--- src/rtl/sms_pkg.sv ---
package sms_pkg;

    typedef enum logic [1:0] {
        ST_IDLE,
        ST_LEAD,
        ST_TRAIL,
        ST_FINISH
    } sms_state_e;

    localparam logic [1:0] ADDR_DATA = 2'd0;
    localparam logic [1:0] ADDR_CTRL = 2'd1;
    localparam logic [1:0] ADDR_STAT = 2'd2;

    // bit2 order, bit1 phase, bit0 clock latch
    typedef struct packed {
        logic lsb_first;
        logic cpha;
        logic clk_latch;
    } sms_ctrl_t;

    localparam sms_ctrl_t CTRL_RST = '{lsb_first: 1'b1, cpha: 1'b0, clk_latch: 1'b0};

endpackage

--- src/rtl/sms_half_timer.sv ---
module sms_half_timer #(
    parameter int HALF_DIV = 2
) (
    input  logic clk,
    input  logic rst_n,
    input  logic run,
    output logic tick
);
    localparam int CW = (HALF_DIV > 1) ? $clog2(HALF_DIV) : 1;
    localparam logic [CW-1:0] LAST = CW'(HALF_DIV - 1);

    logic [CW-1:0] cnt_q;

    assign tick = run && (cnt_q == LAST);

    always_ff @(posedge clk or negedge rst_n) begin
        if (!rst_n) begin
            cnt_q <= '0;
        end else if (!run || tick) begin
            cnt_q <= '0;
        end else begin
            cnt_q <= cnt_q + 1'b1;
        end
    end

    AST_NO_TICK_IDLE: assert property (@(posedge clk) disable iff (!rst_n)
        !run |=> (cnt_q == '0));
endmodule

--- src/rtl/sms_sequencer.sv ---
module sms_sequencer
    import sms_pkg::*;
#(
    parameter int NBITS = 8
) (
    input  logic       clk,
    input  logic       rst_n,
    input  logic       start,
    input  logic       tick,
    output sms_state_e state,
    output logic       run,
    output logic       load,
    output logic       lead_tick,
    output logic       trail_tick,
    output logic       last_tick,
    output logic       tx_set
);
    localparam int BW = (NBITS > 1) ? $clog2(NBITS) : 1;
    localparam logic [BW-1:0] LAST_BIT = BW'(NBITS - 1);

    sms_state_e    state_q, state_d;
    logic [BW-1:0] bit_q, bit_d;

    assign state = state_q;

    // state register
    always_ff @(posedge clk or negedge rst_n) begin
        if (!rst_n) begin
            state_q <= ST_IDLE;
            bit_q   <= '0;
        end else begin
            state_q <= state_d;
            bit_q   <= bit_d;
        end
    end

    // next state
    always_comb begin
        state_d = state_q;
        bit_d   = bit_q;
        unique case (state_q)
            ST_IDLE: begin
                bit_d = '0;
                if (start) state_d = ST_LEAD;
            end
            ST_LEAD: begin
                if (tick) state_d = ST_TRAIL;
            end
            ST_TRAIL: begin
                if (tick) begin
                    if (bit_q == LAST_BIT) begin
                        state_d = ST_FINISH;
                        bit_d   = '0;
                    end else begin
                        state_d = ST_LEAD;
                        bit_d   = bit_q + 1'b1;
                    end
                end
            end
            ST_FINISH: begin
                state_d = ST_IDLE;
            end
            default: state_d = ST_IDLE;
        endcase
    end

    // outputs
    always_comb begin
        run        = 1'b0;
        load       = 1'b0;
        lead_tick  = 1'b0;
        trail_tick = 1'b0;
        last_tick  = 1'b0;
        tx_set     = 1'b0;
        unique case (state_q)
            ST_IDLE:   load = start;
            ST_LEAD: begin
                run       = 1'b1;
                lead_tick = tick;
            end
            ST_TRAIL: begin
                run        = 1'b1;
                trail_tick = tick;
                last_tick  = tick && (bit_q == LAST_BIT);
            end
            ST_FINISH: tx_set = 1'b1;
            default: ;
        endcase
    end

    AST_IDLE_COUNT_ZERO: assert property (@(posedge clk) disable iff (!rst_n)
        (state_q == ST_IDLE) |-> (bit_q == '0));
    AST_FINISH_AFTER_LAST: assert property (@(posedge clk) disable iff (!rst_n)
        (state_q == ST_FINISH) |-> $past(last_tick));
    AST_LEAD_AFTER_START: assert property (@(posedge clk) disable iff (!rst_n)
        (state_q == ST_IDLE && start) |=> (state_q == ST_LEAD));
endmodule

--- src/rtl/sms_datapath.sv ---
module sms_datapath #(
    parameter int NBITS       = 8,
    parameter int SYNC_STAGES = 0
) (
    input  logic             clk,
    input  logic             rst_n,
    input  logic             load,
    input  logic [NBITS-1:0] load_data,
    input  logic             lsb_first,
    input  logic             cpha,
    input  logic             clk_latch,
    input  logic             lead_tick,
    input  logic             trail_tick,
    input  logic             last_tick,
    input  logic             miso_i,
    output logic             sclk_q,
    output logic             mosi_q,
    output logic [NBITS-1:0] shreg
);
    logic miso_s;

    generate
        if (SYNC_STAGES == 0) begin : g_nosync
            assign miso_s = miso_i;
        end else begin : g_sync
            logic [SYNC_STAGES-1:0] sync_q;
            always_ff @(posedge clk or negedge rst_n) begin
                if (!rst_n) sync_q <= '0;
                else        sync_q <= {sync_q[SYNC_STAGES-2:0], miso_i};
            end
            assign miso_s = sync_q[SYNC_STAGES-1];
        end
    endgenerate

    logic [NBITS-1:0] sr_q;
    logic             out_bit, first_bit, sample, launch;

    assign shreg     = sr_q;
    assign out_bit   = lsb_first ? sr_q[0] : sr_q[NBITS-1];
    assign first_bit = lsb_first ? load_data[0] : load_data[NBITS-1];
    assign sample    = cpha ? trail_tick : lead_tick;
    assign launch    = cpha ? lead_tick : (trail_tick && !last_tick);

    always_ff @(posedge clk or negedge rst_n) begin
        if (!rst_n) begin
            sr_q   <= '0;
            sclk_q <= 1'b0;
            mosi_q <= 1'b0;
        end else if (load) begin
            sr_q   <= load_data;
            sclk_q <= clk_latch;
            if (!cpha) mosi_q <= first_bit;
        end else begin
            if (lead_tick || trail_tick) sclk_q <= ~sclk_q;
            if (launch) mosi_q <= out_bit;
            if (sample) begin
                if (lsb_first) sr_q <= {miso_s, sr_q[NBITS-1:1]};
                else           sr_q <= {sr_q[NBITS-2:0], miso_s};
            end
        end
    end

    AST_EDGE_TOGGLES: assert property (@(posedge clk) disable iff (!rst_n)
        (lead_tick || trail_tick) |=> (sclk_q != $past(sclk_q)));
    AST_MOSI_STILL_ON_SAMPLE: assert property (@(posedge clk) disable iff (!rst_n)
        (sample && !load) |=> $stable(mosi_q));
endmodule

--- src/rtl/spi_shift_master.sv ---
module spi_shift_master
    import sms_pkg::*;
#(
    parameter int HALF_DIV    = 2,
    parameter int NBITS       = 8,
    parameter int SYNC_STAGES = 0
) (
    input  logic             clk,
    input  logic             rst_n,
    input  logic             reg_wr,
    input  logic [1:0]       reg_addr,
    input  logic [NBITS-1:0] reg_wdata,
    output logic [NBITS-1:0] reg_rdata,
    output logic             sclk_o,
    output logic             mosi_o,
    input  logic             miso_i,
    output logic             busy_o,
    output logic             tx_done_o,
    output logic             rx_done_o
);
    sms_ctrl_t        ctrl_q;
    logic             tx_done_q;
    sms_state_e       state;
    logic             run, load, lead_tick, trail_tick, last_tick, tx_set, tick;
    logic             sclk_q, mosi_q;
    logic [NBITS-1:0] shreg;
    logic             wr_data, wr_ctrl, wr_clr, busy;

    assign busy    = (state != ST_IDLE);
    assign wr_data = reg_wr && (reg_addr == ADDR_DATA);
    assign wr_ctrl = reg_wr && (reg_addr == ADDR_CTRL) && !busy;
    assign wr_clr  = reg_wr && (reg_addr == ADDR_STAT) && reg_wdata[0];

    always_ff @(posedge clk or negedge rst_n) begin
        if (!rst_n) begin
            ctrl_q <= CTRL_RST;
        end else if (wr_ctrl) begin
            ctrl_q <= sms_ctrl_t'(reg_wdata[2:0]);
        end
    end

    always_ff @(posedge clk or negedge rst_n) begin
        if (!rst_n)      tx_done_q <= 1'b0;
        else if (tx_set) tx_done_q <= 1'b1;
        else if (wr_clr) tx_done_q <= 1'b0;
    end

    sms_half_timer #(.HALF_DIV(HALF_DIV)) u_timer (
        .clk  (clk),
        .rst_n(rst_n),
        .run  (run),
        .tick (tick)
    );

    sms_sequencer #(.NBITS(NBITS)) u_seq (
        .clk       (clk),
        .rst_n     (rst_n),
        .start     (wr_data),
        .tick      (tick),
        .state     (state),
        .run       (run),
        .load      (load),
        .lead_tick (lead_tick),
        .trail_tick(trail_tick),
        .last_tick (last_tick),
        .tx_set    (tx_set)
    );

    sms_datapath #(.NBITS(NBITS), .SYNC_STAGES(SYNC_STAGES)) u_dp (
        .clk       (clk),
        .rst_n     (rst_n),
        .load      (load),
        .load_data (reg_wdata),
        .lsb_first (ctrl_q.lsb_first),
        .cpha      (ctrl_q.cpha),
        .clk_latch (ctrl_q.clk_latch),
        .lead_tick (lead_tick),
        .trail_tick(trail_tick),
        .last_tick (last_tick),
        .miso_i    (miso_i),
        .sclk_q    (sclk_q),
        .mosi_q    (mosi_q),
        .shreg     (shreg)
    );

    assign sclk_o    = busy ? sclk_q : ctrl_q.clk_latch;
    assign mosi_o    = mosi_q;
    assign busy_o    = busy;
    assign tx_done_o = tx_done_q;
    assign rx_done_o = 1'b0;

    always_comb begin
        reg_rdata = '0;
        unique case (reg_addr)
            ADDR_DATA: reg_rdata = shreg;
            ADDR_CTRL: reg_rdata[2:0] = ctrl_q;
            ADDR_STAT: reg_rdata[2:0] = {busy, 1'b0, tx_done_q};
            default:   reg_rdata = '0;
        endcase
    end

    AST_CTRL_FROZEN: assert property (@(posedge clk) disable iff (!rst_n)
        busy |=> $stable(ctrl_q));
    AST_START_BUSY: assert property (@(posedge clk) disable iff (!rst_n)
        (wr_data && !busy) |=> busy);
    AST_DONE_STICKY: assert property (@(posedge clk) disable iff (!rst_n)
        (tx_done_q && !wr_clr) |=> tx_done_q);
    AST_DONE_RISE: assert property (@(posedge clk) disable iff (!rst_n)
        $rose(tx_done_q) |-> $past(state == ST_FINISH));
    AST_IDLE_PIN_LEVEL: assert property (@(posedge clk) disable iff (!rst_n)
        (state == ST_FINISH) |-> (sclk_q == ctrl_q.clk_latch));
endmodule

--- config.mk ---
export PLATFORM = sky130hd
export DESIGN_NAME = spi_shift_master
export DESIGN_NICKNAME = d
export VERILOG_FILES = /design/src/rtl/sms_pkg.sv /design/src/rtl/sms_half_timer.sv /design/src/rtl/sms_sequencer.sv /design/src/rtl/sms_datapath.sv /design/src/rtl/spi_shift_master.sv
export SDC_FILE = /design/constraint.sdc
export NUM_CORES = 1
export LEC_CHECK = 0
export BUFFER_PORTS_ARGS = -buffer_cell sky130_fd_sc_hd__buf_2
export CAP_MARGIN = 20
export CORE_MARGIN = 8
export CORE_UTILIZATION = 56
export CTS_BUF_LIST = sky130_fd_sc_hd__clkbuf_4
export CTS_CLUSTER_DIAMETER = 80
export DETAILED_ROUTE_END_ITERATION = 8
export HOLD_SLACK_MARGIN = 0.03
export PLACE_DENSITY_LB_ADDON = 0.12
export SLEW_MARGIN = 20
export SYNTH_ARGS = -nofsm -noshare
export SYNTH_HDL_FRONTEND = slang
export SYNTH_SLANG_ARGS = --single-unit
--- constraint.sdc ---
create_clock -name clk -period 2.2 [get_ports clk]
set_input_delay 0.44 -clock clk [delete_from_list [all_inputs] [get_ports clk]]
set_output_delay 0.44 -clock clk [all_outputs]
set_load 0.01 [all_outputs]
==> results.toml, run 1 <==
[timing]
drv_slew = 0
slew_headroom = 0.5906
min_period_ns = 2.044
setup_viol = 0
tns_ns = 0
rsz0062_at_grt = "no"
timing.final.crit_share = 0.9290
max_slew.worst_pin.slew_ns = 0.6140
hold_viol = 0
worst_clock_skew_ns = 0.01035
max_freq_mhz = 489.3

[global_routing]
grt.met2_usage = 0.2460
antenna_found_initial = 0
grt_start_max_net_pins = 21
grt_use_total = 0.1574
grt_use_met1 = 0.2018
grt_pass1_wl_um = 5250
grt_use_met3 = 0.03952
grt_overflow_total = 0
grt-busiest-layer = "met2"
first_global_vias = 1104

[worst_setup_path]
worstSetupPathType = "reg -> out"
arrival_ns = 1.60
cp_max_fo = 5
rr_worst_depth = 6
critPathLaunchType = "flop"
endpoint_kind = "output port"
required_ns = 1.76

[logic_synthesis]
synth_xor_area_frac = 0.006518
ys_types = 35
synth_cells = 141
yosysSeqAreaShare = 0.3734
postSynthAreaPerCell_sq_um = 9.530
synth_compound_area_frac = 0.1294
synth_enable_flop_cells = 0
synthSimpleGateAreaFrac = 0.1508
yosys_warnings = 0
async_flop_share = 1.000
synth_nets = 161
syn-cell-area_sq_um = 1344
muxShareOfSynthArea = 0.2086
synth_ff_type = "dfrtp_1"
synth_fa_ha_area_frac = 0.05587
ys_ff_latch = 20
synth_top_family_by_area = "multiplexers"

[die]
rows = 17
die_area_sq_um = 4223
die_x_um = 64.99
fp.coreArea_sq_um = 2233
ios = 27
die_h_um = 64.99
start_util = 0.6017

[power_and_ir_drop]
p_leak_nw = 0.8067
clock_power_share = 0.093
switchingPower_mw = 0.8394
power.internal_mw = 1.084
seq_power_share = 0.384
vdd_ir_drop_max_v = 0.0009639
power_density_nw_per_um2 = 1282
swShare = 0.4364
total_power_mw = 1.923
combPwrFrac = 0.523

[final_layout]
final_cells = 192
final_common_cell = "buf_2"
n_antenna_cell = 0
nNetsFinal = 185
layout-drive-gt1-share = 0.2317
area_growth_pct = 11.64
layout.cells.most_common_list = "25 x buf_2, 19 x mux2i_1, 19 x dfrtp_1"

[worst_hold_path]
hp-class = "in -> async"

[placement]
dp_hpwl_um = 2382
dpl.cell_count = 187
gp_congestion = 0.8643
portBuffers = 25

[detailed_routing]
routed_wl_um = 3138
drt_iter0_drc = 66
first_pass_iters = 4
routedWlPerCell_um = 16.34
vias_per_cell = 5.708
num_vias = 1096
drc_errors = 0
postRouteAntennaNets = 0

[cts]
post-cts-setup-buffers = 0
cts_buffer_depth = 2
clk_pin_slew_ns = 0.11
clock_sinks = 20
holdBufCountCts = 0
clock_latency_ns = 0.31
cts_buffers = 3
root_buffer = "clkbuf_4"
htree_levels = 1
cts_tree = "built"
post_cts_resized = 0

[run_status]
status = "finished clean"

[run]
maxCapViolations = 0
-- worst max-delay path: stages (launching register included) --
cell     delay (ns)
dfrtp_1        0.45
inv_1          0.11
ha_1           0.26
mux2_1         0.34
buf_2          0.14
-- final cells by class --
type | count | area, sq um
multi-input combinational | 100 | 744.5
fill | 202 | 733.2
sequential | 20 | 501.7
timing repair buffer | 28 | 147.6
inverter | 12 | 45.04
tap | 28 | 35.03
clock buffer | 3 | 22.52
clock inverter | 1 | 3.754
-- Yosys cell counts, types with 2 or more instances --
library cell,number,share of area
nand3_1,3,0.011
nor2_1,12,0.034
nor3b_1,2,0.011
nand2_1,10,0.028
ha_1,6,0.056
mux2i_1,19,0.14
o21ai_1,4,0.015
mux2_1,4,0.034
nor2b_1,2,0.0093
dfrtp_1,19,0.35
a21o_1,2,0.011
inv_1,12,0.034
nor3_1,6,0.022
a21oi_1,11,0.041
mux2_2,2,0.017
buf_2,6,0.022
a22o_1,3,0.020
-- routing by layer --
metal  vias up  wire [um]
li1        543          -
met1       523       1465
met2        25       1432
met3         5        195
met4         0         45
met5         -          0
-- kinds of logic after synthesis --
kind of cell	count (synthesis)
fa+ha+maj	6
xor+xnor	1
flops	20
mux	26
buf+inv	21
other cells	1
simple gates	39
compound gates	27
-- power groups by stage --
stage	registers [mW]	clock network [mW]	logic [mW]
global placement	0.732	0	0.954
finish	0.739	0.178	1.01
detailed placement	0.745	0	0.987
global route	0.760	0.203	1.13
floorplan	0.644	0	0.813
CTS	0.735	0.187	0.996
-- path summary, 6_finish.rpt --
path	startpoint	slack, ns	endpoint
worst max-delay path	u_seq.state[0]	0.16	sclk_o
worst min-delay path	rst_n	0.07	u_dp.mosi_q
worst max register to register	u_seq.state[0]	0.20	u_dp.mosi_q
worst min register to register	tx_done_o	0.53	tx_done_o
max in group asynchronous	rst_n	1.78	ctrl_q[2]
min in group clk	reg_wdata[1]	0.36	ctrl_q[1]
-- per-stage QoR --
step	hold slack, ns	area [sq um]	worst slack, ns	utilization
2_1_floorplan	0.1444	1344	0.3659	-
3_3_place_gp	0.4149	1466	0.3071	0.6566
3_5_place_dp	0.4205	1466	0.2286	0.6566
4_1_cts	0.07426	1493	0.1418	0.6683
5_1_grt	0.08647	1500	0.003285	0.6717
6_report	0.06899	1500	0.1562	0.6717
-- registers in the layout, summed over array words and instances, names as in the netlist --
register / cells
tx_done_o: 1
u_seq.state: 2
ctrl_q: 3
u_timer.cnt_q: 1
u_dp.sclk_q: 1
u_dp.shreg: 8
u_seq.bit_q: 3
u_dp.mosi_q: 1
Note: power is estimated with default switching activity, not from simulation.
==> run 2, diff against run 1 <==
==> constraint.sdc (replaced) <==
create_clock -name clk -period 1.9 [get_ports clk]
set_input_delay 0.38 -clock clk [delete_from_list [all_inputs] [get_ports clk]]
set_output_delay 0.38 -clock clk [all_outputs]
set_load 0.01 [all_outputs]
==> run 2 against run 1 <==
Net effect:
- clock-buffer cell count increased by 1
- wire length is 0.70% higher
- clock skew grew 0.0023 ns
- largest cell class unchanged
- largest power group unchanged
==> results.toml, run 2 (synthesized netlist as in run 1, its figures left out) <==
[detailed_routing]
num_vias = 1149
postRouteAntennaNets = 0
drc_errors = 0
vias_per_cell = 5.774
drt_iter0_drc = 73
first_pass_iters = 4
routedWlPerCell_um = 15.88
routed_wl_um = 3160

[timing]
min_period_ns = 1.848
rsz0062_at_grt = "yes"
max_freq_mhz = 541.3
worst_clock_skew_ns = 0.01261
timing.final.crit_share = 0.9724
setup_viol = 0
hold_viol = 0
setup_ws_ns = 0.05248
tns_ns = 0
drv_slew = 0

[final_layout]
nFillCells = 167
largest_register_ff_count = 8
finalCoreUtilization = 0.7132
final_common_cell = "buf_2"
multiInputGateArea_sq_um = 768.2
seqCellArea_sq_um = 501.7
layout-drive-gt1-share = 0.2924
area_growth_pct = 18.53
layout.cells.most_common_list = "24 x buf_2, 19 x mux2i_1, 19 x dfrtp_1"
n_antenna_cell = 0
nNetsFinal = 192

[die]
start_util = 0.6017
die_x_um = 64.99
die_area_sq_um = 4223
rows = 17
die_h_um = 64.99
ios = 27
fp.coreArea_sq_um = 2233

[global_routing]
grt_use_total = 0.1561
first_global_vias = 1155
grt_overflow_total = 0
grt_pass1_wl_um = 5340
antenna_found_initial = 0
grt_start_max_net_pins = 21

[placement]
dp_hpwl_um = 2403
portBuffers = 25
gp_congestion = 0.8269
preCtsSetupSlack_ns = 0.01058

[worst_setup_path]
critPathLaunchType = "flop"
arrival_ns = 1.47
cp_max_fo = 4
required_ns = 1.52
endpoint_kind = "output port"
worstSetupPathType = "reg -> out"
rr_worst_depth = 6

[cts]
clock_latency_ns = 0.30
cts_buffers = 3
root_buffer = "clkbuf_4"
clock_sinks = 20
cts_buffer_depth = 2
clk_pin_slew_ns = 0.10
cts_tree = "built"
htree_levels = 1

[run]
maxCapViolations = 0

[power_and_ir_drop]
power_density_nw_per_um2 = 1527
vdd_ir_drop_max_v = 0.001063
p_leak_nw = 0.8495

[run_status]
status = "finished clean"

[worst_hold_path]
hp-class = "in -> reg"
whs_path_depth = 2
run 2: changes by cell type in the layout (fill, tap and decap cells not counted), moves of 2 or more:
cell / change
inv_1: -3
inv_2: +3
buf_6: +2
buf_4: +5
run 2: area by class of cell:
| cell class | instances | share of cell area |
|---|---|---|
| multi-input cells | 100 | 0.4823 |
| flip-flops and latches | 20 | 0.3150 |
| repair buffers | 35 | 0.1335 |
| inverters | 12 | 0.02828 |
| well taps | 28 | 0.02200 |
| clock buffers | 4 | 0.01885 |
run 2: final timing paths:
check | from | end | slack [ns]
worst max-delay path | u_seq.state[1] | sclk_o | 0.05
max in group asynchronous | rst_n | ctrl_q[2] | 0.99
worst max register to register | u_seq.state[1] | u_dp.mosi_q | 0.07
min in group asynchronous | rst_n | ctrl_q[0] | 0.55
worst min register to register | tx_done_o | tx_done_o | 0.52
worst min-delay path | reg_wdata[1] | ctrl_q[1] | 0.31
run 2: metrics by stage:
step	area [sq um]	power, mW	hold slack (ns)	instances
2_1_floorplan	1344	1.687	0.08441	141
3_3_place_gp	1496	1.984	0.3514	191
3_5_place_dp	1496	2.044	0.3550	191
4_1_cts	1562	2.331	0.3186	199
5_1_grt	1593	2.626	0.3219	199
6_report	1593	2.432	0.3140	199
run 2: critical path, stage by stage, from the launching register on:
cell     delay (ns)
dfrtp_1        0.42
inv_2          0.09
ha_4           0.14
buf_6          0.10
mux2_4         0.30
buf_6          0.12
run 2: timing repair:
| item | in CTS | in global routing |
|---|---|---|
| setup endpoints to repair | 3 | 7 |
| setup buffers | 3 | 0 |
| pin swaps | 0 | 1 |
| gates resized for setup | 3 | 6 |
| endpoints found under the hold margin | 10 | 0 |
| hold buffers | 1 | 0 |
run 2: per-layer routing:
layer  up-vias  global-route usage  part of all wire
met2        25              0.2547              0.47
met4         0             0.05722             0.010
met3         5             0.03436             0.047
met1       566              0.1970              0.48
li1        553                   -                 -
met5         -                   0                 0
run 2: report_power, final:
group | switching [mW] | internal (mW) | total (mW)
sequential | 0.242 | 0.614 | 0.856
clock | 0.128 | 0.0961 | 0.224
combinational | 0.653 | 0.699 | 1.35
